--- config.mk ---
export PLATFORM = sky130hd
export DESIGN_NAME = pcie_hb_decoder
export DESIGN_NICKNAME = d
export VERILOG_FILES = /design/src/rtl/hbd_pkg.sv /design/src/rtl/hbd_range_hit.sv /design/src/rtl/hbd_bdf_split.sv /design/src/rtl/hbd_target_pick.sv /design/src/rtl/pcie_hb_decoder.sv
export SDC_FILE = /design/constraint.sdc
export NUM_CORES = 1
export LEC_CHECK = 0
export BUFFER_PORTS_ARGS = -buffer_cell sky130_fd_sc_hd__buf_2
export CORE_MARGIN = 3
export CORE_UTILIZATION = 40
export DETAILED_ROUTE_END_ITERATION = 10
export GPL_ROUTABILITY_DRIVEN = 0
export PLACE_DENSITY = 0.73
export SLEW_MARGIN = 40
export SYNTH_ARGS = -nofsm -noshare
export SYNTH_HDL_FRONTEND = slang
export SYNTH_SLANG_ARGS = --single-unit
--- constraint.sdc ---
create_clock -name clk -period 2.8 [get_ports clk]
set_clock_uncertainty 0.2 [all_clocks]
set_input_delay 0.14 -clock clk [delete_from_list [all_inputs] [get_ports clk]]
set_output_delay 0.14 -clock clk [all_outputs]
set_load 0.01 [all_outputs]
--- src/rtl/hbd_pkg.sv ---
package hbd_pkg;
    localparam int CFG_OFF_W = 28;

    localparam logic KIND_MEM = 1'b0;
    localparam logic KIND_CFG = 1'b1;

    localparam logic [1:0] CPL_OK    = 2'd0;
    localparam logic [1:0] CPL_UNSUP = 2'd1;
    localparam logic [1:0] CPL_NODEV = 2'd2;
    localparam logic [1:0] CPL_ABORT = 2'd3;

    typedef enum logic [1:0] {
        ST_IDLE  = 2'd0,
        ST_ISSUE = 2'd1,
        ST_WAIT  = 2'd2,
        ST_RESP  = 2'd3
    } hbd_state_e;
endpackage

--- src/rtl/hbd_range_hit.sv ---
module hbd_range_hit #(
    parameter int AW = 32
) (
    input  logic [AW-1:0] addr,
    input  logic [AW-1:0] lo,
    input  logic [AW-1:0] hi,
    output logic          hit
);
    // An inverted range (hi < lo) fails one of the two compares for every address
    always_comb begin
        hit = (addr >= lo) && (addr <= hi);
    end
endmodule

--- src/rtl/hbd_bdf_split.sv ---
module hbd_bdf_split
    import hbd_pkg::*;
(
    input  logic [CFG_OFF_W-1:0] addr_lo,
    input  logic [CFG_OFF_W-1:0] base_lo,
    output logic [7:0]           bus,
    output logic [4:0]           dev,
    output logic [2:0]           fn,
    output logic [11:0]          reg_off
);
    logic [CFG_OFF_W-1:0] off;

    always_comb begin
        off     = addr_lo - base_lo;
        bus     = off[27:20];
        dev     = off[19:15];
        fn      = off[14:12];
        reg_off = off[11:0];
    end
endmodule

--- src/rtl/hbd_target_pick.sv ---
module hbd_target_pick #(
    parameter int NUM_WIN = 2
) (
    input  logic               cfg_hit,
    input  logic [NUM_WIN-1:0] win_hit,
    output logic               go_cfg,
    output logic               go_mem,
    output logic               go_err
);
    logic any_win;

    always_comb begin
        any_win = |win_hit;
        go_cfg  = cfg_hit;
        go_mem  = !cfg_hit && any_win;
        go_err  = !cfg_hit && !any_win;
    end
endmodule

--- src/rtl/pcie_hb_decoder.sv ---
module pcie_hb_decoder
    import hbd_pkg::*;
#(
    parameter int AW      = 32,
    parameter int DW      = 32,
    parameter int NUM_WIN = 2
) (
    input  logic                  clk,
    input  logic                  rst_n,
    input  logic [AW-1:0]         cfg_base,
    input  logic [AW-1:0]         cfg_limit,
    input  logic [NUM_WIN*AW-1:0] win_base,
    input  logic [NUM_WIN*AW-1:0] win_limit,
    input  logic                  h_req_valid,
    output logic                  h_req_ready,
    input  logic [AW-1:0]         h_req_addr,
    input  logic                  h_req_we,
    input  logic [DW-1:0]         h_req_wdata,
    input  logic [DW/8-1:0]       h_req_be,
    output logic                  h_rsp_valid,
    output logic                  h_rsp_err,
    output logic [DW-1:0]         h_rsp_rdata,
    output logic                  d_req_valid,
    input  logic                  d_req_ready,
    output logic                  d_req_kind,
    output logic                  d_req_we,
    output logic [AW-1:0]         d_req_addr,
    output logic [7:0]            d_req_bus,
    output logic [4:0]            d_req_dev,
    output logic [2:0]            d_req_fn,
    output logic [11:0]           d_req_reg,
    output logic [DW-1:0]         d_req_wdata,
    output logic [DW/8-1:0]       d_req_be,
    input  logic                  d_cpl_valid,
    input  logic [1:0]            d_cpl_status,
    input  logic [DW-1:0]         d_cpl_rdata
);
    localparam int BW = DW / 8;

    typedef struct packed {
        hbd_state_e     st;
        logic           kind;
        logic           we;
        logic [AW-1:0]  addr;
        logic [7:0]     bus;
        logic [4:0]     dev;
        logic [2:0]     fn;
        logic [11:0]    reg_off;
        logic [DW-1:0]  wdata;
        logic [BW-1:0]  be;
        logic           rsp_err;
        logic [DW-1:0]  rsp_data;
    } ctx_t;

    ctx_t ctx_d, ctx_q;

    // ---------------- address classification ----------------
    logic               cfg_hit;
    logic [NUM_WIN-1:0] win_hit;
    logic               go_cfg, go_mem, go_err;
    logic [7:0]         dec_bus;
    logic [4:0]         dec_dev;
    logic [2:0]         dec_fn;
    logic [11:0]        dec_reg;

    hbd_range_hit #(.AW(AW)) u_cfg_hit (
        .addr (h_req_addr),
        .lo   (cfg_base),
        .hi   (cfg_limit),
        .hit  (cfg_hit)
    );

    for (genvar gi = 0; gi < NUM_WIN; gi++) begin : g_win
        hbd_range_hit #(.AW(AW)) u_win_hit (
            .addr (h_req_addr),
            .lo   (win_base[gi*AW +: AW]),
            .hi   (win_limit[gi*AW +: AW]),
            .hit  (win_hit[gi])
        );
    end

    hbd_target_pick #(.NUM_WIN(NUM_WIN)) u_pick (
        .cfg_hit (cfg_hit),
        .win_hit (win_hit),
        .go_cfg  (go_cfg),
        .go_mem  (go_mem),
        .go_err  (go_err)
    );

    hbd_bdf_split u_bdf (
        .addr_lo (h_req_addr[CFG_OFF_W-1:0]),
        .base_lo (cfg_base[CFG_OFF_W-1:0]),
        .bus     (dec_bus),
        .dev     (dec_dev),
        .fn      (dec_fn),
        .reg_off (dec_reg)
    );

    // ---------------- next-state computation ----------------
    always_comb begin
        ctx_d = ctx_q;
        unique case (ctx_q.st)
            ST_IDLE: begin
                if (h_req_valid) begin
                    ctx_d.we       = h_req_we;
                    ctx_d.addr     = h_req_addr;
                    ctx_d.bus      = dec_bus;
                    ctx_d.dev      = dec_dev;
                    ctx_d.fn       = dec_fn;
                    ctx_d.reg_off  = dec_reg;
                    ctx_d.wdata    = h_req_wdata;
                    ctx_d.be       = h_req_be;
                    ctx_d.kind     = go_cfg ? KIND_CFG : KIND_MEM;
                    ctx_d.rsp_err  = 1'b0;
                    ctx_d.rsp_data = '0;
                    if (go_err) begin
                        ctx_d.st      = ST_RESP;
                        ctx_d.rsp_err = 1'b1;
                    end else if (go_cfg || go_mem) begin
                        ctx_d.st = ST_ISSUE;
                    end
                end
            end
            ST_ISSUE: begin
                if (d_req_ready) begin
                    ctx_d.st = ST_WAIT;
                end
            end
            ST_WAIT: begin
                if (d_cpl_valid) begin
                    ctx_d.st       = ST_RESP;
                    ctx_d.rsp_err  = 1'b0;
                    ctx_d.rsp_data = '0;
                    if (d_cpl_status == CPL_OK) begin
                        if (!ctx_q.we) ctx_d.rsp_data = d_cpl_rdata;
                    end else if (ctx_q.kind == KIND_CFG &&
                                 (d_cpl_status == CPL_UNSUP || d_cpl_status == CPL_NODEV)) begin
                        if (!ctx_q.we) ctx_d.rsp_data = '1;
                    end else begin
                        ctx_d.rsp_err = 1'b1;
                    end
                end
            end
            ST_RESP: begin
                ctx_d.st = ST_IDLE;
            end
            default: ctx_d.st = ST_IDLE;
        endcase
    end

    always_ff @(posedge clk) begin
        if (!rst_n) begin
            ctx_q <= ctx_t'('0);
        end else begin
            ctx_q <= ctx_d;
        end
    end

    // ---------------- outputs ----------------
    always_comb begin
        h_req_ready = (ctx_q.st == ST_IDLE);
        h_rsp_valid = (ctx_q.st == ST_RESP);
        h_rsp_err   = ctx_q.rsp_err;
        h_rsp_rdata = ctx_q.rsp_data;
        d_req_valid = (ctx_q.st == ST_ISSUE);
        d_req_kind  = ctx_q.kind;
        d_req_we    = ctx_q.we;
        d_req_addr  = ctx_q.addr;
        d_req_bus   = ctx_q.bus;
        d_req_dev   = ctx_q.dev;
        d_req_fn    = ctx_q.fn;
        d_req_reg   = ctx_q.reg_off;
        d_req_wdata = ctx_q.wdata;
        d_req_be    = ctx_q.be;
    end

    // ---------------- assertions ----------------

    cfg_issue_chk: assert property (@(posedge clk) disable iff (!rst_n)
        (h_req_valid && h_req_ready && go_cfg) |=>
            (d_req_valid && d_req_kind == KIND_CFG && d_req_we == $past(h_req_we)));


    miss_err_chk: assert property (@(posedge clk) disable iff (!rst_n)
        (h_req_valid && h_req_ready && go_err) |=>
            (h_rsp_valid && h_rsp_err && !d_req_valid));


    cfg_ones_chk: assert property (@(posedge clk) disable iff (!rst_n)
        (d_cpl_valid && ctx_q.st == ST_WAIT && ctx_q.kind == KIND_CFG && !ctx_q.we &&
         (d_cpl_status == CPL_UNSUP || d_cpl_status == CPL_NODEV)) |=>
            (h_rsp_valid && !h_rsp_err && (&h_rsp_rdata)));


    one_flight_chk: assert property (@(posedge clk) disable iff (!rst_n)
        d_req_valid |-> (!h_req_ready && !h_rsp_valid));


    rsp_pulse_chk: assert property (@(posedge clk) disable iff (!rst_n)
        h_rsp_valid |=> !h_rsp_valid);


    req_hold_chk: assert property (@(posedge clk) disable iff (!rst_n)
        (d_req_valid && !d_req_ready) |=>
            (d_req_valid && $stable(d_req_addr) && $stable(d_req_kind) && $stable(d_req_we)));
endmodule

==> qor.csv, run 1 <==
stage,metric,value,unit
worst_setup_path,reg2reg path depth,7,
logic_synthesis,ys flop type,dfxtp_1,
routing,vias per inst,5.11,
die,full die area,0.0317,mm²
finish,Reg area,0.00266,mm²
timing,fin. max-slew vios,0,
routing,DR WL/cell,17.4,µm
status,status,"complete, no violations",
logic_synthesis,main area contributors after synthesis,"dfxtp_1 (22%), ha_1 (21%), buf_4 (8.1%)",
logic_synthesis,Mapped Avg Cell Area,7.58,µm²
timing,Tmin final,2740,ps
clock_network,CTS tree,yes,
global_route,first-pass GRT wire length,63500,µm
global_route,vias in the first global route,12341,
timing,fmax,0.364,GHz
finish,layout cells sized above 1,0.268,
finish,fin nets,2511,
timing,final worst setup slack,55.0,ps
worst_setup_path,FF-to-FF Start,ctx_q[132],
finish,Layout Utilization,0.539,
die,Core Area,0.0289,mm²
power,Pleak,8.37,nW
clock_network,Clock Sinks,133,
routing,Via Count,12331,
worst_setup_path,"setup slack, reg-to-reg",210,ps
clock_network,Post-CTS Setup Bufs,0,
power,PwrDens,516,mW/mm²
timing,period utilization,0.980,
power,PnR Total Power,8.05,mW
die,die height,178,µm
timing,actual slew at the worst max-slew pin,662,ps
logic_synthesis,sequential-to-total area share from yosys stat,0.225,
clock_network,CTS H-tree lvls,4,
clock_network,Root Buffer,clkbuf_16,
clock_network,maximum clock path buffer count,2,
logic_synthesis,"area leader, netlist",dfxtp_1,
worst_setup_path,Crit Path Max Fanout,3,
placement,pre-CTS setup slack,-434,ps
timing,"Setup violations, final",0,
logic_synthesis,distinct cell type count after synthesis,65,
worst_setup_path,element type at the critical path start,primary input,
worst_setup_path,Critical Path Sink,ctx_q[132],
logic_synthesis,Post-synth EDFFs,0,
routing,drt drc,0,
routing,drt pass-1 iters,5,
logic_synthesis,top cell type's share of synthesized area,0.225,
placement,DP Wirelength,33100,µm
worst_setup_path,kind of critical path,primary input to flop,
logic_synthesis,Mapped Cells,1564,
die,Top Ports,434,
logic_synthesis,#FFs+latches synth,133,
die,Starting Density,0.410,
timing,Slew Limit Headroom,0.547,
timing,Setup TNS,0,ps
logic_synthesis,mapped cell area,0.0119,mm²
die,die width,178,µm
finish,multi-input logic area,0.00716,mm²
worst_setup_path,critical path arrival,2910,ps
finish,area grow syn2layout,31.7,%
global_route,GRT Total Usage,0.256,
logic_synthesis,Ys Warns,0,
clock_network,"CTS clk-pin slew, worst paths",70,ps
worst_setup_path,Crit Reg-Reg Endpoint,d_req_be[2],
timing,Final Hold Fails,0,
finish,Fill cells,2630,
routing,Post-Route WL,42100,µm
clock_network,clk_lat worst skew,430,ps
timing,RSZ-0062 raised after global routing,false,
die,row count,62,
worst_setup_path,CP endpoint kind,flop,
logic_synthesis,syn nets,2062,
routing,initial DRC count,643,
worst_setup_path,Setup crit start,h_req_addr[0],
placement,Buffers on Ports,433,
power,Max VDD drop,0.428,mV
global_route,GRT overflow,0,
logic_synthesis,ys async rst share,0,
worst_hold_path,Worst Hold Class,primary input to flop,
global_route,pin count of the biggest net entering global routing,61,
timing,final hold slack,20.2,ps
clock_network,CTS buffer count,17,
global_route,initial antenna violation count,3,
flow_run,MaxCap Viol Count,0,
worst_setup_path,"Req. time, crit path",2970,ps
routing,DRT antenna net count,0,
## what timing repair did
action / 4_1_cts / 5_1_grt
hold buffers: 115 / 0
resized for setup: 0 / 6
hold endpoints to repair: 101 / 0
endpoints found under the setup margin: 0 / 15
## how the worst min path moves through the flow
stage                                from  cells past startpoint  slack, ps         endpoint
final                      h_req_addr[16]                      4         20   d_req_addr[16]
after global routing       h_req_addr[20]                      4         30   d_req_addr[20]
after CTS                  h_req_addr[16]                      4          3   d_req_addr[16]
after detailed placement   h_req_wdata[9]                      3        200   d_req_wdata[9]
after global placement    h_req_wdata[11]                      3        190  d_req_wdata[11]
after floorplan            h_req_addr[12]                      2         80   d_req_addr[12]
## cell usage after synthesis, drive strengths merged, types with 8 or more instances
master and n:
inv 239, nand2 220, ha 197, dfxtp 133, buf 130, o21ai 92
a21oi 80, a21boi 75, clkbuf 50, nor2b 40, nand3 35, a22oi 34
nand4 31, a21o 26, nor2 25, and2 21, nor3 15, xor2 11
a211oi 10, a221oi 8, o21a 8, xnor2 8
## per-stage QoR
stage               area, µm²  std cells
floorplan               11900       1564
global placement        13900       2263
detailed placement      13900       2263
CTS                     15600       2410
global route            15600       2413
finish                  15600       2413
## critical path, cell delays in order
cell,delay (ps)
buf_2,100
inv_1,150
ha_1,250
nand2b_1,130
a2111oi_0,640
o21a_1,250
o211ai_1,130
a211oi_1,230
a22oi_1,160
nor4_2,540
o31a_1,200
## report_power, final
part	leakage [nW]	internal, mW	switching [mW]
clock	0.277	1.20	0.975
sequential	1.09	2.22	0.178
combinational	7.01	1.39	2.08
## placed cells by master, fill, tap and decap left out, types with 26 or more instances in the layout
| cell type | synthesis | routed |
|---|---|---|
| a21boi_0 | 73 | 73 |
| a21o_1 | 26 | 26 |
| a21oi_1 | 80 | 80 |
| a22oi_1 | 34 | 33 |
| buf_2 | 1 | 432 |
| buf_4 | 128 | 59 |
| dfxtp_1 | 133 | 133 |
| dlygate4sd3_1 | 0 | 115 |
| ha_1 | 197 | 196 |
| inv_1 | 239 | 239 |
| nand2_1 | 220 | 219 |
| nand3_1 | 35 | 35 |
| nand4_1 | 31 | 31 |
| nor2b_1 | 40 | 40 |
| o21ai_0 | 82 | 82 |
## kinds of logic (layout without fill, tap and decap cells)
family	Yosys count	after routing	share of synthesized area
buffers and inverters	419	881	0.174
and+or+nand+nor	415	415	0.165
AOI/OAI and AO/OA	378	378	0.211
adders and majority gates	198	198	0.210
DFF	133	133	0.225
xor gates and xnor gates	19	19	0.0140
muxes	2	2	0.00179
other	0	3	0
## metal layers
metal,GRT usage,wire (µm)
met5,0,0
met4,0.111,1690
met3,0.0473,3010
met2,0.439,20000
met1,0.311,17400
## layout make-up
| cell class | count | area share |
|---|---|---|
| diodes | 3 | 0.000481 |
| inverters | 239 | 0.0575 |
| multi-input cells | 1012 | 0.459 |
| well taps | 384 | 0.0308 |
| clock inverters | 14 | 0.00866 |
| flip-flops and latches | 133 | 0.171 |
| clock buffers | 18 | 0.0281 |
| repair buffers | 610 | 0.245 |
No activity file was read; power rests on OpenSTA's default activity.
==> run 2, diff against run 1 <==
- CELL_PAD_IN_SITES_DETAIL_PLACEMENT: not set -> 0
- CELL_PAD_IN_SITES_GLOBAL_PLACEMENT: not set -> 1
- CORE_UTILIZATION: 40 -> 36
- MAX_ROUTING_LAYER: not set -> met4
- PLACE_DENSITY: 0.73 -> 0.88
==> qor.csv, run 2 (synthesized netlist as in run 1, its figures left out) <==
stage,metric,value,unit,change
status,status,"complete, no violations",,
power,PwrDens,522,mW/mm²,+1.2%
worst_setup_path,reg2reg path depth,8,,+1
global_route,M3 GR Usage,0.0530,,+0.00578
global_route,GRT overflow,0,,unchanged
routing,vias per inst,4.97,,-2.7%
timing,RSZ-0062 raised after global routing,true,,
finish,Layout Utilization,0.486,,-0.0537
clock_network,CTS tree,yes,,
power,Psw,3.21,mW,-1.0%
finish,design area,0.0156,mm²,-0.28%
worst_setup_path,Crit Path Max Fanout,8,,+5
finish,most frequent cells in the layout,"buf_2 (430), inv_1 (239), nand2_1 (219)",,
power,Pleak,8.27,nW,-1.2%
worst_setup_path,Critical Path Max Stage Delay,530,ps,-110 ps
routing,DRT antenna net count,0,,unchanged
finish,Finished Layout Cells,2450,,+1.5%
flow_run,MaxCap Viol Count,0,,unchanged
global_route,first-pass GRT wire length,65900,µm,+3.7%
routing,DR WL/cell,17.4,µm,about the same
worst_hold_path,hold depth,4,,unchanged
die,die width,187,µm,+5.2%
placement,pre-CTS setup slack,-113,ps,+321 ps
power,Internal,4.92,mW,+2.3%
power,PnR Total Power,8.13,mW,+0.96%
clock_network,Clock Sinks,133,,unchanged
routing,drt drc,0,,unchanged
placement,Buffers on Ports,433,,unchanged
worst_setup_path,CP max-delay cell,dlygate4sd3_1,,
finish,"commonest non-fill, non-tap cell in the layout",buf_2,,
worst_setup_path,CP Depth,12,,+1
routing,drt pass-1 iters,4,,-1
clock_network,Post-CTS Setup Bufs,0,,unchanged
clock_network,"CTS clk-pin slew, worst paths",60,ps,about the same
placement,placed cell area,0.0139,mm²,+0.42%
worst_setup_path,cell mode on critical path,buf_4,,
die,die height,187,µm,+5.2%
placement,DP Wirelength,33800,µm,+2.2%
worst_setup_path,CP cell instances,"dlygate4sd3_1, buf_2, ha_1, nand4_1, o21ai_0, buf_4, o211ai_1, nor4bb_2, a211oi_2, nor3_2, buf_4, o2bb2ai_1",,
routing,initial DRC count,527,,-18%
worst_setup_path,critical path arrival,2860,ps,-50 ps
finish,layout cells sized above 1,0.270,,+0.00230
worst_setup_path,"Req. time, crit path",2910,ps,-60 ps
worst_setup_path,Worst path top cell family by delay,buffers and inverters,,
clock_network,CTS buffer count,17,,unchanged
timing,final worst setup slack,47.8,ps,-7.24 ps
die,Core Area,0.0320,mm²,+11%
clock_network,maximum clock path buffer count,2,,unchanged
global_route,GRT Total Usage,0.243,,-0.0127
power,Clock Power Share,0.282,,+0.012
worst_setup_path,FF-to-FF Start,ctx_q[132],,
timing,fmax,0.363,GHz,-0.26%
timing,actual slew at the worst max-slew pin,560,ps,-102 ps
timing,period utilization,0.983,,+0.00259
worst_hold_path,min-delay src,h_req_addr[16],,
timing,"Setup violations, final",0,,unchanged
finish,area grow syn2layout,31.3,%,
die,row count,65,,+4.8%
worst_setup_path,Crit Reg-Reg Endpoint,h_rsp_rdata[9],,
global_route,initial antenna violation count,9,,+6
routing,Via Count,12187,,-1.2%
global_route,GRT busiest layer,met2,,
worst_setup_path,CP endpoint kind,flop,,
global_route,vias in the first global route,12319,,-0.18%
timing,Final Hold Fails,0,,unchanged
timing,fin. max-slew vios,0,,unchanged
worst_setup_path,"setup slack, reg-to-reg",430,ps,+220 ps
routing,Post-Route WL,42700,µm,+1.5%
global_route,met1 Use GR,0.289,,-0.0229
die,Top Ports,434,,unchanged
power,Max VDD drop,0.300,mV,-30%
worst_setup_path,kind of critical path,primary input to flop,,
finish,fin nets,2490,,-0.84%
timing,Slew Limit Headroom,0.627,,+0.0796
global_route,met2 Use GR,0.393,,-0.0457
power,sequential share of power,0.295,,-0.003
power,Logic pwr share,0.423,,-0.009
worst_setup_path,element type at the critical path start,primary input,,
clock_network,CTS H-tree lvls,4,,unchanged
global_route,pin count of the biggest net entering global routing,66,,+8.2%
power,switch share,0.394,,-0.00783
die,full die area,0.0351,mm²,+11%
worst_setup_path,Crit path buffers/inverters,4,,+2
placement,Placed Cells,2310,,+2.1%
timing,Tmin final,2750,ps,+7.24 ps
worst_hold_path,Hold Crit Endpoint,d_req_addr[16],,
worst_hold_path,Worst Hold Class,primary input to flop,,
clock_network,clk_lat worst skew,430,ps,about the same
die,Starting Density,0.370,,-0.0397
clock_network,Root Buffer,clkbuf_16,,
==> run 2: power groups by stage <==
stage / Sequential [mW] / Combinational, mW / Clock, mW
after floorplan: 2.39 / 2.27 / 0
after detailed placement: 2.44 / 3.30 / 0
after global routing: 2.44 / 3.80 / 2.44
final: 2.40 / 3.44 / 2.29
after CTS: 2.40 / 3.43 / 2.37
after global placement: 2.43 / 3.24 / 0
==> run 2: per-layer routing <==
metal  vias up  wire length, µm  part of all wire
met1      5563            18500              0.43
met2       467            19900              0.47
met3        87             2760             0.064
met4         0             1620             0.038
li1       6070                -                 -
met5         -                0                 0
==> run 2: metrics by stage <==
stage | setup TNS, ps | hold WS [ps]
2_1_floorplan | 0 | 84.9
3_3_place_gp | -99.4 | 188
3_5_place_dp | -113 | 197
4_1_cts | 0 | 4.16
5_1_grt | -4.60 | 19.5
6_report | 0 | 26.4
==> run 2: how the worst max path moves through the flow <==
stage	endpoint	startpoint	slack, ps
after floorplan	ctx_q[132]	h_req_addr[0]	440
after global placement	h_rsp_err	h_req_addr[9]	-100
after detailed placement	h_rsp_err	h_req_addr[9]	-110
after CTS	h_rsp_err	h_req_addr[11]	10
after global routing	h_rsp_err	h_req_addr[26]	-3
final	h_rsp_err	h_req_addr[7]	50
==> run 2: tightest hold or removal path: cells and delay by family <==
| family | cells | cell delay (ps) |
|---|---|---|
| AO/OA/AOI/OAI | 1 | 60 |
| buffers and inverters | 2 | 330 |
| AND/OR/NAND/NOR | 1 | 60 |
==> run 2: repair_timing <==
| item | in CTS | in global routing |
|---|---|---|
| hold buffers | 98 | 0 |
| setup endpoints to repair | 0 | 3 |
| gates resized for setup | 0 | 13 |
| hold endpoints to repair | 98 | 0 |
==> run 2: cell type report <==
type | count | area [µm²]
fill | 3177 | 16500
multi-input combinational | 1012 | 7200
timing repair buffer | 589 | 3640
sequential | 133 | 2660
inverter | 239 | 897
tap | 435 | 544
clock buffer | 18 | 429
clock inverter | 14 | 165
antenna | 10 | 25.0
